$ cat src/rtl/sram_ctrl_pkg.sv
package sram_ctrl_pkg;

  typedef enum logic [2:0] {
    ST_IDLE,
    ST_RD,
    ST_WR_SET,
    ST_WR_PULSE,
    ST_WR_HOLD,
    ST_SLEEP,
    ST_WAKE
  } ctrl_state_e;

  typedef struct packed {
    logic ce1_n;
    logic ce2;
    logic we_n;
    logic drive;
  } strobe_t;

  localparam strobe_t STROBE_IDLE = '{ce1_n: 1'b1, ce2: 1'b0, we_n: 1'b1, drive: 1'b0};

  function automatic strobe_t strobe_of(ctrl_state_e s);
    strobe_t r;
    r = STROBE_IDLE;
    case (s)
      ST_RD:       r.ce1_n = 1'b0;
      ST_WR_PULSE: begin
        r.ce1_n = 1'b0;
        r.we_n  = 1'b0;
        r.drive = 1'b1;
      end
      ST_WR_HOLD:  r.drive = 1'b1;
      ST_SLEEP:    r.ce2   = 1'b1;
      default:     ;
    endcase
    return r;
  endfunction

endpackage

$ cat src/rtl/sram_cycle_timer.sv
module sram_cycle_timer #(
  parameter int CNT_W = 4
) (
  input  logic             clk_i,
  input  logic             rst_ni,
  input  logic             load_i,
  input  logic [CNT_W-1:0] load_val_i,
  output logic             done_o
);

  logic [CNT_W-1:0] cnt_q;

  always_ff @(posedge clk_i or negedge rst_ni) begin
    if (!rst_ni)             cnt_q <= '0;
    else if (load_i)         cnt_q <= load_val_i;
    else if (cnt_q != '0)    cnt_q <= cnt_q - 1'b1;
  end

  assign done_o = (cnt_q == '0);

endmodule

$ cat src/rtl/sram_ctrl_fsm.sv
module sram_ctrl_fsm import sram_ctrl_pkg::*; #(
  parameter int RD_CYC   = 6,
  parameter int WS_CYC   = 1,
  parameter int WP_CYC   = 5,
  parameter int WH_CYC   = 1,
  parameter int WAKE_CYC = 6,
  parameter int CNT_W    = 3
) (
  input  logic             clk_i,
  input  logic             rst_ni,
  input  logic             req_i,
  input  logic             we_i,
  input  logic             sleep_i,
  input  logic             tmr_done_i,
  output ctrl_state_e      state_d_o,
  output logic             ready_o,
  output logic             accept_o,
  output logic             capture_o,
  output logic             tmr_load_o,
  output logic [CNT_W-1:0] tmr_val_o
);

  localparam logic [CNT_W-1:0] RD_LD   = CNT_W'(RD_CYC - 1);
  localparam logic [CNT_W-1:0] WS_LD   = CNT_W'(WS_CYC - 1);
  localparam logic [CNT_W-1:0] WP_LD   = CNT_W'(WP_CYC - 1);
  localparam logic [CNT_W-1:0] WH_LD   = CNT_W'(WH_CYC - 1);
  localparam logic [CNT_W-1:0] WAKE_LD = CNT_W'(WAKE_CYC - 1);

  ctrl_state_e state_q, state_d;

  assign ready_o   = (state_q == ST_IDLE) && !sleep_i;
  assign accept_o  = ready_o && req_i;
  assign capture_o = (state_q == ST_RD) && tmr_done_i;

  always_comb begin
    state_d = state_q;
    case (state_q)
      ST_IDLE: begin
        if (sleep_i)       state_d = ST_SLEEP;
        else if (req_i)    state_d = we_i ? ST_WR_SET : ST_RD;
      end
      ST_RD:       if (tmr_done_i) state_d = ST_IDLE;
      ST_WR_SET:   if (tmr_done_i) state_d = ST_WR_PULSE;
      ST_WR_PULSE: if (tmr_done_i) state_d = ST_WR_HOLD;
      ST_WR_HOLD:  if (tmr_done_i) state_d = ST_IDLE;
      ST_SLEEP:    if (!sleep_i)   state_d = ST_WAKE;
      ST_WAKE:     if (tmr_done_i) state_d = ST_IDLE;
      default:                     state_d = ST_IDLE;
    endcase
  end

  // every timed state loads its length on entry
  always_comb begin
    tmr_load_o = (state_d != state_q);
    case (state_d)
      ST_RD:       tmr_val_o = RD_LD;
      ST_WR_SET:   tmr_val_o = WS_LD;
      ST_WR_PULSE: tmr_val_o = WP_LD;
      ST_WR_HOLD:  tmr_val_o = WH_LD;
      ST_WAKE:     tmr_val_o = WAKE_LD;
      default:     tmr_val_o = '0;
    endcase
  end

  always_ff @(posedge clk_i or negedge rst_ni) begin
    if (!rst_ni) state_q <= ST_IDLE;
    else         state_q <= state_d;
  end

  assign state_d_o = state_d;

endmodule

$ cat src/rtl/sram_ctrl_datapath.sv
module sram_ctrl_datapath #(
  parameter int ADDR_W = 11,
  parameter int DATA_W = 8
) (
  input  logic              clk_i,
  input  logic              rst_ni,
  input  logic              accept_i,
  input  logic              capture_i,
  input  logic [ADDR_W-1:0] addr_i,
  input  logic [DATA_W-1:0] wdata_i,
  input  logic [DATA_W-1:0] mem_dq_i,
  output logic [ADDR_W-1:0] mem_addr_o,
  output logic [DATA_W-1:0] mem_dq_o,
  output logic [DATA_W-1:0] rdata_o,
  output logic              rvalid_o
);

  logic [ADDR_W-1:0] addr_q;
  logic [DATA_W-1:0] wdata_q, rdata_q;
  logic              rvalid_q;

  // address only moves on the acceptance edge, when the select is high
  always_ff @(posedge clk_i or negedge rst_ni) begin
    if (!rst_ni) begin
      addr_q  <= '0;
      wdata_q <= '0;
    end else if (accept_i) begin
      addr_q  <= addr_i;
      wdata_q <= wdata_i;
    end
  end

  always_ff @(posedge clk_i or negedge rst_ni) begin
    if (!rst_ni) begin
      rdata_q  <= '0;
      rvalid_q <= 1'b0;
    end else begin
      rvalid_q <= capture_i;
      if (capture_i) rdata_q <= mem_dq_i;
    end
  end

  assign mem_addr_o = addr_q;
  assign mem_dq_o   = wdata_q;
  assign rdata_o    = rdata_q;
  assign rvalid_o   = rvalid_q;

endmodule

$ cat src/rtl/sram_strobe_ctrl.sv
module sram_strobe_ctrl import sram_ctrl_pkg::*; #(
  parameter int ADDR_W   = 11,
  parameter int DATA_W   = 8,
  parameter int RD_CYC   = 6,
  parameter int WS_CYC   = 1,
  parameter int WP_CYC   = 5,
  parameter int WH_CYC   = 1,
  parameter int WAKE_CYC = 6
) (
  input  logic              clk_i,
  input  logic              rst_ni,
  input  logic              req_i,
  input  logic              we_i,
  input  logic [ADDR_W-1:0] addr_i,
  input  logic [DATA_W-1:0] wdata_i,
  input  logic              sleep_i,
  output logic              ready_o,
  output logic [DATA_W-1:0] rdata_o,
  output logic              rvalid_o,
  output logic [ADDR_W-1:0] mem_addr_o,
  output logic              mem_ce1_no,
  output logic              mem_ce2_o,
  output logic              mem_we_no,
  input  logic [DATA_W-1:0] mem_dq_i,
  output logic [DATA_W-1:0] mem_dq_o,
  output logic              mem_dq_oe_o
);

  localparam int MAX_A   = (RD_CYC > WP_CYC) ? RD_CYC : WP_CYC;
  localparam int MAX_B   = (WS_CYC > WH_CYC) ? WS_CYC : WH_CYC;
  localparam int MAX_C   = (MAX_A > MAX_B) ? MAX_A : MAX_B;
  localparam int MAX_CYC = (MAX_C > WAKE_CYC) ? MAX_C : WAKE_CYC;
  localparam int CNT_W   = (MAX_CYC < 2) ? 1 : $clog2(MAX_CYC);

  ctrl_state_e      state_d;
  logic             accept, capture, tmr_load, tmr_done;
  logic [CNT_W-1:0] tmr_val;
  strobe_t          strobe_q;

  sram_ctrl_fsm #(
    .RD_CYC(RD_CYC), .WS_CYC(WS_CYC), .WP_CYC(WP_CYC),
    .WH_CYC(WH_CYC), .WAKE_CYC(WAKE_CYC), .CNT_W(CNT_W)
  ) u_fsm (
    .clk_i      (clk_i),
    .rst_ni     (rst_ni),
    .req_i      (req_i),
    .we_i       (we_i),
    .sleep_i    (sleep_i),
    .tmr_done_i (tmr_done),
    .state_d_o  (state_d),
    .ready_o    (ready_o),
    .accept_o   (accept),
    .capture_o  (capture),
    .tmr_load_o (tmr_load),
    .tmr_val_o  (tmr_val)
  );

  sram_cycle_timer #(.CNT_W(CNT_W)) u_timer (
    .clk_i      (clk_i),
    .rst_ni     (rst_ni),
    .load_i     (tmr_load),
    .load_val_i (tmr_val),
    .done_o     (tmr_done)
  );

  sram_ctrl_datapath #(.ADDR_W(ADDR_W), .DATA_W(DATA_W)) u_dp (
    .clk_i      (clk_i),
    .rst_ni     (rst_ni),
    .accept_i   (accept),
    .capture_i  (capture),
    .addr_i     (addr_i),
    .wdata_i    (wdata_i),
    .mem_dq_i   (mem_dq_i),
    .mem_addr_o (mem_addr_o),
    .mem_dq_o   (mem_dq_o),
    .rdata_o    (rdata_o),
    .rvalid_o   (rvalid_o)
  );

  // strobes come straight from flops, decoded from the next state
  always_ff @(posedge clk_i or negedge rst_ni) begin
    if (!rst_ni) strobe_q <= STROBE_IDLE;
    else         strobe_q <= strobe_of(state_d);
  end

  assign mem_ce1_no  = strobe_q.ce1_n;
  assign mem_ce2_o   = strobe_q.ce2;
  assign mem_we_no   = strobe_q.we_n;
  assign mem_dq_oe_o = strobe_q.drive;

endmodule

$ cat config.mk
export PLATFORM = sky130hd
export DESIGN_NAME = sram_strobe_ctrl
export DESIGN_NICKNAME = d
export VERILOG_FILES = /design/src/rtl/sram_ctrl_pkg.sv /design/src/rtl/sram_cycle_timer.sv /design/src/rtl/sram_ctrl_fsm.sv /design/src/rtl/sram_ctrl_datapath.sv /design/src/rtl/sram_strobe_ctrl.sv
export SDC_FILE = /design/constraint.sdc
export NUM_CORES = 1
export LEC_CHECK = 0
export ABC_AREA = 0
export BUFFER_PORTS_ARGS = -buffer_cell sky130_fd_sc_hd__clkbuf_2
export CORE_MARGIN = 2
export CORE_UTILIZATION = 44
export DETAILED_ROUTE_END_ITERATION = 7
export HOLD_SLACK_MARGIN = 0.1
export PLACE_DENSITY = 0.73
export SLEW_MARGIN = 0
export SYNTH_ARGS = -nofsm -noshare
export SYNTH_HDL_FRONTEND = slang
export SYNTH_SLANG_ARGS = --single-unit
$ cat constraint.sdc
create_clock -name clk_i -period 3.8 [get_ports clk_i]
set_input_delay 0.19 -clock clk_i [delete_from_list [all_inputs] [get_ports clk_i]]
set_output_delay 0.19 -clock clk_i [all_outputs]
set_load 0.02 [all_outputs]
Word level (Yosys, flattened, before mapping)
Cells that the tools add are included.
{"block": "classes", "n_addsub": 1, "n_mul": 0, "div_mod_pow": 0, "n_lt_le_gt_ge": 0, "n_eq_ne": 12, "shift": 0, "muxes": 15, "bitwise": 0, "reduce_logical": 12}
{"cell": "3-bit 2-to-1 mux", "n": 8}
{"cell": "3-bit == test, second input constant", "n": 6}
{"cell": "3-bit one-hot mux with 5 select lines", "n": 1}
{"cell": "3-bit by 2-bit == test with 1-bit output, second input constant", "n": 3}
{"cell": "3-bit by 1-bit == test with 1-bit output, second input constant", "n": 2}
{"cell": "3-bit zero test", "n": 2}
{"cell": "3-bit one-hot mux with 2 select lines", "n": 1}
{"cell": "2-bit OR reduction", "n": 3}
{"cell": "1-bit 2-to-1 mux", "n": 4}
{"cell": "1-bit logical AND", "n": 3}
{"cell": "3-bit inequality test", "n": 1}
{"cell": "3-bit nonzero test", "n": 1}
{"cell": "3-bit OR reduction", "n": 1}
{"cell": "3-bit by 1-bit subtractor with 3-bit output, second input constant", "n": 1}
{"cell": "2-bit 2-to-1 mux", "n": 1}
{"cell": "2-bit nonzero test", "n": 1}
{"cell": "1-bit zero test", "n": 1}
{"block": "totals", "regBits": 38, "latchBits": 0, "mem_bits_rw": 0, "romBits": 0, "output_inout_bits": 33, "elab_cells": 50, "n_memories": 0}

Depth between registers and ports, before layout
{"block": "logic_depth", "word_depth": 8, "mapped_depth": 8, "depth_no_buf": 7}

By module
A second synthesis with hierarchy kept.
{"block": "hier_totals", "cells_unflattened": 135, "area_unflattened_um2": 1786.7}
{"module": "sram_ctrl_datapath", "instances": 1, "cells_per_inst": 58, "area_each_um2": 1078.5, "seq_area_each_um2": 700.7}
{"module": "sram_ctrl_fsm", "instances": 1, "cells_per_inst": 46, "area_each_um2": 371.6, "seq_area_each_um2": 75.1}
{"module": "sram_cycle_timer", "instances": 1, "cells_per_inst": 21, "area_each_um2": 201.4, "seq_area_each_um2": 75.1}
{"module": "sram_strobe_ctrl", "instances": 1, "cells_per_inst": 10, "area_each_um2": 135.1, "seq_area_each_um2": 102.6}

Worst setup path after synthesis
No wires, ideal clock.
{"block": "synth_timing", "kind": "register to register", "startpoint": "reg u_timer.cnt_q[0]", "endpoint": "reg u_timer.cnt_q[0]", "arrival_time_ns": 1.706, "required_ns": 3.675, "setup_slack_ns": 1.969, "stages_incl_launch_ff": 9, "synth_period_minus_slack_ns": 1.831, "path_cell_list": "dfrtp_1 > inv_1 > ha_1 > ha_1 > clkbuf_1 > nor2_1 > o21ai_0 > a32oi_2 > mux2_2"}
{"block": "synth_between", "elab_chain_len": 7, "elab_cells_between_ends": 16, "classes_between": "add/sub (1); eq/ne (4); mux (7); reduce/logical (4)"}
{"item": "from (decl)", "line_no": "sram_cycle_timer.sv:11", "text": "logic [CNT_W-1:0] cnt_q;"}
{"item": "from (signal assigned)", "line_no": "sram_cycle_timer.sv:15", "text": "else if (load_i) cnt_q <= load_val_i;"}
{"item": "from (signal assigned)", "line_no": "sram_cycle_timer.sv:16", "text": "else if (cnt_q != '0) cnt_q <= cnt_q - 1'b1;"}
{"item": "3-bit zero test", "line_no": "sram_cycle_timer.sv:19", "text": "assign done_o = (cnt_q == '0);"}
{"item": "3-bit 2-to-1 mux, on equally long branches"}
{"item": "3-bit one-hot mux with 5 select lines", "line_no": "sram_ctrl_fsm.sv:37", "text": "case (state_q)"}
{"item": "3-bit by 1-bit == test with 1-bit output or 3-bit == test (tied branches)", "line_no": "sram_ctrl_fsm.sv:55", "text": "case (state_d)"}
{"item": "2-bit OR reduction (no line)"}
{"item": "3-bit one-hot mux with 2 select lines", "line_no": "sram_ctrl_fsm.sv:55"}
{"item": "3-bit 2-to-1 mux", "line_no": "sram_cycle_timer.sv:15"}
Several ways; a longest one is shown, not always the timed one. The select of a mux whose other input is x is not followed.
A chain may end at the register's enable or synchronous reset.

Final worst setup path
{"block": "layout_timing", "startpoint": "reg u_timer.cnt_q[0]", "endpoint": "reg u_dp.rdata_q[2] (netlist: u_dp.rdata_o[2])"}
{"block": "layout_between", "elab_chain_len": 2}
{"item": "3-bit zero test", "line_no": "sram_cycle_timer.sv:19"}
{"item": "1-bit logical AND", "line_no": "sram_ctrl_fsm.sv:33", "text": "assign capture_o = (state_q == ST_RD) && tmr_done_i;"}
{"item": "via capture", "line_no": "sram_strobe_ctrl.sv:36", "text": "logic accept, capture, tmr_load, tmr_done;"}
{"item": "to (signal assigned)", "line_no": "sram_ctrl_datapath.sv:39", "text": "if (capture_i) rdata_q <= mem_dq_i;"}
{"item": "to (decl)", "line_no": "sram_ctrl_datapath.sv:19", "text": "logic [DATA_W-1:0] wdata_q, rdata_q;"}
The timed path passes the listed nets, and every way through them passes these cells.

==> results by group <==
Run status
  – Status: completed

Worst setup path
  – CP required: 3.96 ns
  – Delay-heaviest family, CP: adder cells
  – Critical path class: flip-flop to flip-flop
  – Crit path cell chain: inv_1 -> ha_1 -> ha_1 -> nand2_1 -> nor3_4 -> mux2_2
  – R2R setup slack: 1.66 ns
  – Crit path max fanout: 17
  – Data arrival time of the worst path: between 2 and 2.5 ns
  – Largest stage delay, worst path: 0.48 ns
  – Most used cell, CP: ha_1
  – CP Capture Type: flip-flop
  – Buf/Inv on CP: 1
  – Reg2Reg Depth: 6
  – CP max stage cell: ha_1
  – Worst r2r src: u_timer.cnt_q[0]$_DFFE_PN0P_
  – Worst Setup Start Kind: flip-flop
  – Worst r2r dst: u_dp.rdata_o[2]$_DFFE_PN0P_

Hold path
  – Hold path start: addr_i[3]
  – Worst Hold End: u_dp.mem_addr_o[3]$_DFFE_PN0P_
  – Hold WC Path Type: primary input to flip-flop
  – WHS Path Cells: 2

Global route
  – Initial antenna violation count: 0
  – Largest net degree at the start of global routing: 39
  – Vias in the first global route: 1192
  – GR Overflow Total: 0
  – First-pass GRT wire length: between 5 and 6 mm
  – GRT Total Usage: about 16%

Clocking
  – CTS Buf Count: 5
  – # resized after CTS: 0
  – Clock latency on the worst-skew pair: 0.28 ns
  – Root buffer cell: clkbuf_8
  – H-tree lvl count: 2
  – Clk pin slew, worst setup/hold paths: roughly 0.07 ns
  – CTS Hold Bufs: 1
  – # clock sinks: 38
  – Worst-case clock buffer depth: 2
  – TritonCTS clock tree: built
  – Post-CTS Setup Inserts: 0

Layout
  – Final Util: about three fifths
  – Fill cell count: 315
  – Fin nets: 231
  – Area of the multi-input gates: 723.2 sq um
  – N_diodes: 0
  – Layout cell share with drive strength beyond 1: 54.04%
  – Fin cells: 246
  – Area grow syn2layout: 25.93%
  – FF+latch area: 953.4 sq um

Synth
  – Post-synth EDFFs: 0
  – Area share of the largest cell type after synthesis: 52.29%
  – Most numerous cell in the Yosys netlist: dfrtp_1
  – Synthesized Nets: 165
  – Post-synth ARST share: 100.0%
  – Synth Flop Type: dfrtp_1
  – Flip-flop and latch count after synthesis: 38
  – Post-synth top cells: dfrtp_1, mux2_2, mux2_4, nand2_1, o21ai_0
  – Syn_area_per_cell: 13.15 sq um
  – Post-synthesis cell type count: 34
  – Top post-synthesis cells by area: dfrtp_1, mux2_2, mux2_4
  – Synthesized cell area: approximately 1700 sq um
  – Seq/Total Area, Yosys: 55.34%
  – Yosys top cell by area: dfrtp_1
  – Syn Inst Count: 131
  – Yosys warnings: 0

Pwr
  – PwrDens: 895.5 nW/um^2
  – Comb pwr share: 46.9%
  – Part of the power in registers: about two fifths
  – Sw Ratio: 40.08%
  – Leak: 1.099 nW
  – Peak VDD IR: 0.3952 mV
  – Cell Int Power: 1.164 mW
  – Switching pwr: between 0.7 and 0.8 mW
  – Clock power share: ~14%

Timing
  – Final min period: around 2.1 ns
  – TNS Setup: 0 ns
  – Slew @ Worst Pin: 0.8965 ns
  – Worst-case clock skew: 0.008211 ns
  – Final hold violations: 0
  – Rel. slew slack: 40.23%
  – Max Freq: 0.4676 GHz
  – Max-slew violation count: 0
  – Crit share post-route: between 50% and 60%
  – RSZ-0062 raised after global routing: false
  – # setup viols final: 0

Die
  – Core Area: 3716 sq um
  – Die height: 66.58 microns
  – Initial Util: between 40% and 50%
  – Die area: 4432 sq um
  – FP Rows: 22
  – I/O pins: 65
  – Die Width: between 60 and 70 microns

Drt
  – Total wire length: between 3 and 4 mm
  – DRC violations left: 0
  – Post-route ant nets: 0
  – Starting DRT DRC Count: 39
  – 1st-pass router iterations: 4
  – DR vias: 1249
  – Routed WL per cell: 13.84 microns
  – Vias/cell: 5.077

Place
  – Port Buf Inserts: 64
  – HPWL after DPL: between 2 and 3 mm
  – GPL Wtd Cong: 0.9122
  – Placed Cells: 237

Job
  – Max-cap violations: 0
-- flip-flops by register name (all words and copies together) (netlist names) --
register and flops:
u_dp.mem_addr_o 11, u_dp.mem_dq_o 8, u_dp.rdata_o 8, u_fsm.state_q 3, u_timer.cnt_q 3, mem_ce1_no 1
mem_ce2_o 1, mem_dq_oe_o 1, mem_we_no 1, u_dp.rvalid_o 1
-- cells in the final DEF, fill, tap and decap left out, types with 2 or more instances in the layout --
cell,instances
ha_1,2
dfrtp_1,36
clkbuf_2,64
mux2i_1,2
mux2_4,10
nand2b_1,3
mux2_2,19
clkbuf_8,6
dfstp_2,2
a21oi_1,3
nor2_1,5
nor2b_1,4
inv_1,3
o21ai_0,9
nand2_1,10
-- metal layers --
metal | global-route usage, % | wire length, microns | share of wire [%]
met4 | 6.888 | 58 | 1.7
met1 | 19.87 | 1380 | 41
met2 | 27.25 | 1793 | 53
met3 | 4.054 | 173 | 5.1
met5 | 0 | 0 | 0
-- stage by stage --
step	hold slack [ns]	power, mW	setup WS (ns)	cell area, sq um
after floorplan	-0.1056	1.399	1.969	1723
after global placement	0.3495	1.633	1.797	2068
after detailed placement	0.3730	1.678	1.680	2068
after CTS	0.1292	1.962	1.647	2170
after global routing	0.1333	2.079	1.520	2170
final	0.1378	1.943	1.662	2170
-- power groups by stage --
| stage | Combinational (mW) | Clock (mW) | Sequential, mW |
|---|---|---|---|
| final | 0.910 | 0.278 | 0.755 |
| after global routing | 0.987 | 0.308 | 0.784 |
| after CTS | 0.920 | 0.287 | 0.756 |
| after detailed placement | 0.916 | 0 | 0.763 |
| after global placement | 0.886 | 0 | 0.747 |
| after floorplan | 0.490 | 0 | 0.910 |
-- cell families after synthesis --
logic type      synth area share (%)
mux                            22.29
simple gates                   10.46
flops                          55.34
xor+xnor                      0.5084
fa+ha+maj                      1.452
buf+inv                        2.687
compound gates                 7.263
-- area by class of cell --
type                       count  share of cell area, %
clock inverter                 1                 0.2307
sequential                    38                  43.94
timing repair buffer          65                  15.22
multi-input combinational     84                  33.33
clock buffer                   7                  3.979
inverter                       3                 0.5190
tap                           48                  2.768
-- worst max path at each step --
stage | start | to | slack, ns | cells past startpoint
global route | u_timer.cnt_q[0]$_DFFE_PN0P_ | u_dp.rdata_o[5]$_DFFE_PN0P_ | 1.52 | 6
finish | u_timer.cnt_q[0]$_DFFE_PN0P_ | u_dp.rdata_o[2]$_DFFE_PN0P_ | 1.66 | 6
global placement | u_timer.cnt_q[0]$_DFFE_PN0P_ | u_dp.rdata_o[4]$_DFFE_PN0P_ | 1.80 | 6
detailed placement | u_timer.cnt_q[0]$_DFFE_PN0P_ | u_dp.rdata_o[2]$_DFFE_PN0P_ | 1.68 | 6
CTS | u_timer.cnt_q[0]$_DFFE_PN0P_ | u_dp.rdata_o[2]$_DFFE_PN0P_ | 1.65 | 6
floorplan | u_timer.cnt_q[0]$_DFFE_PN0P_ | u_timer.cnt_q[0]$_DFFE_PN0P_ | 1.97 | 8
(Power assumes the default switching activity.)
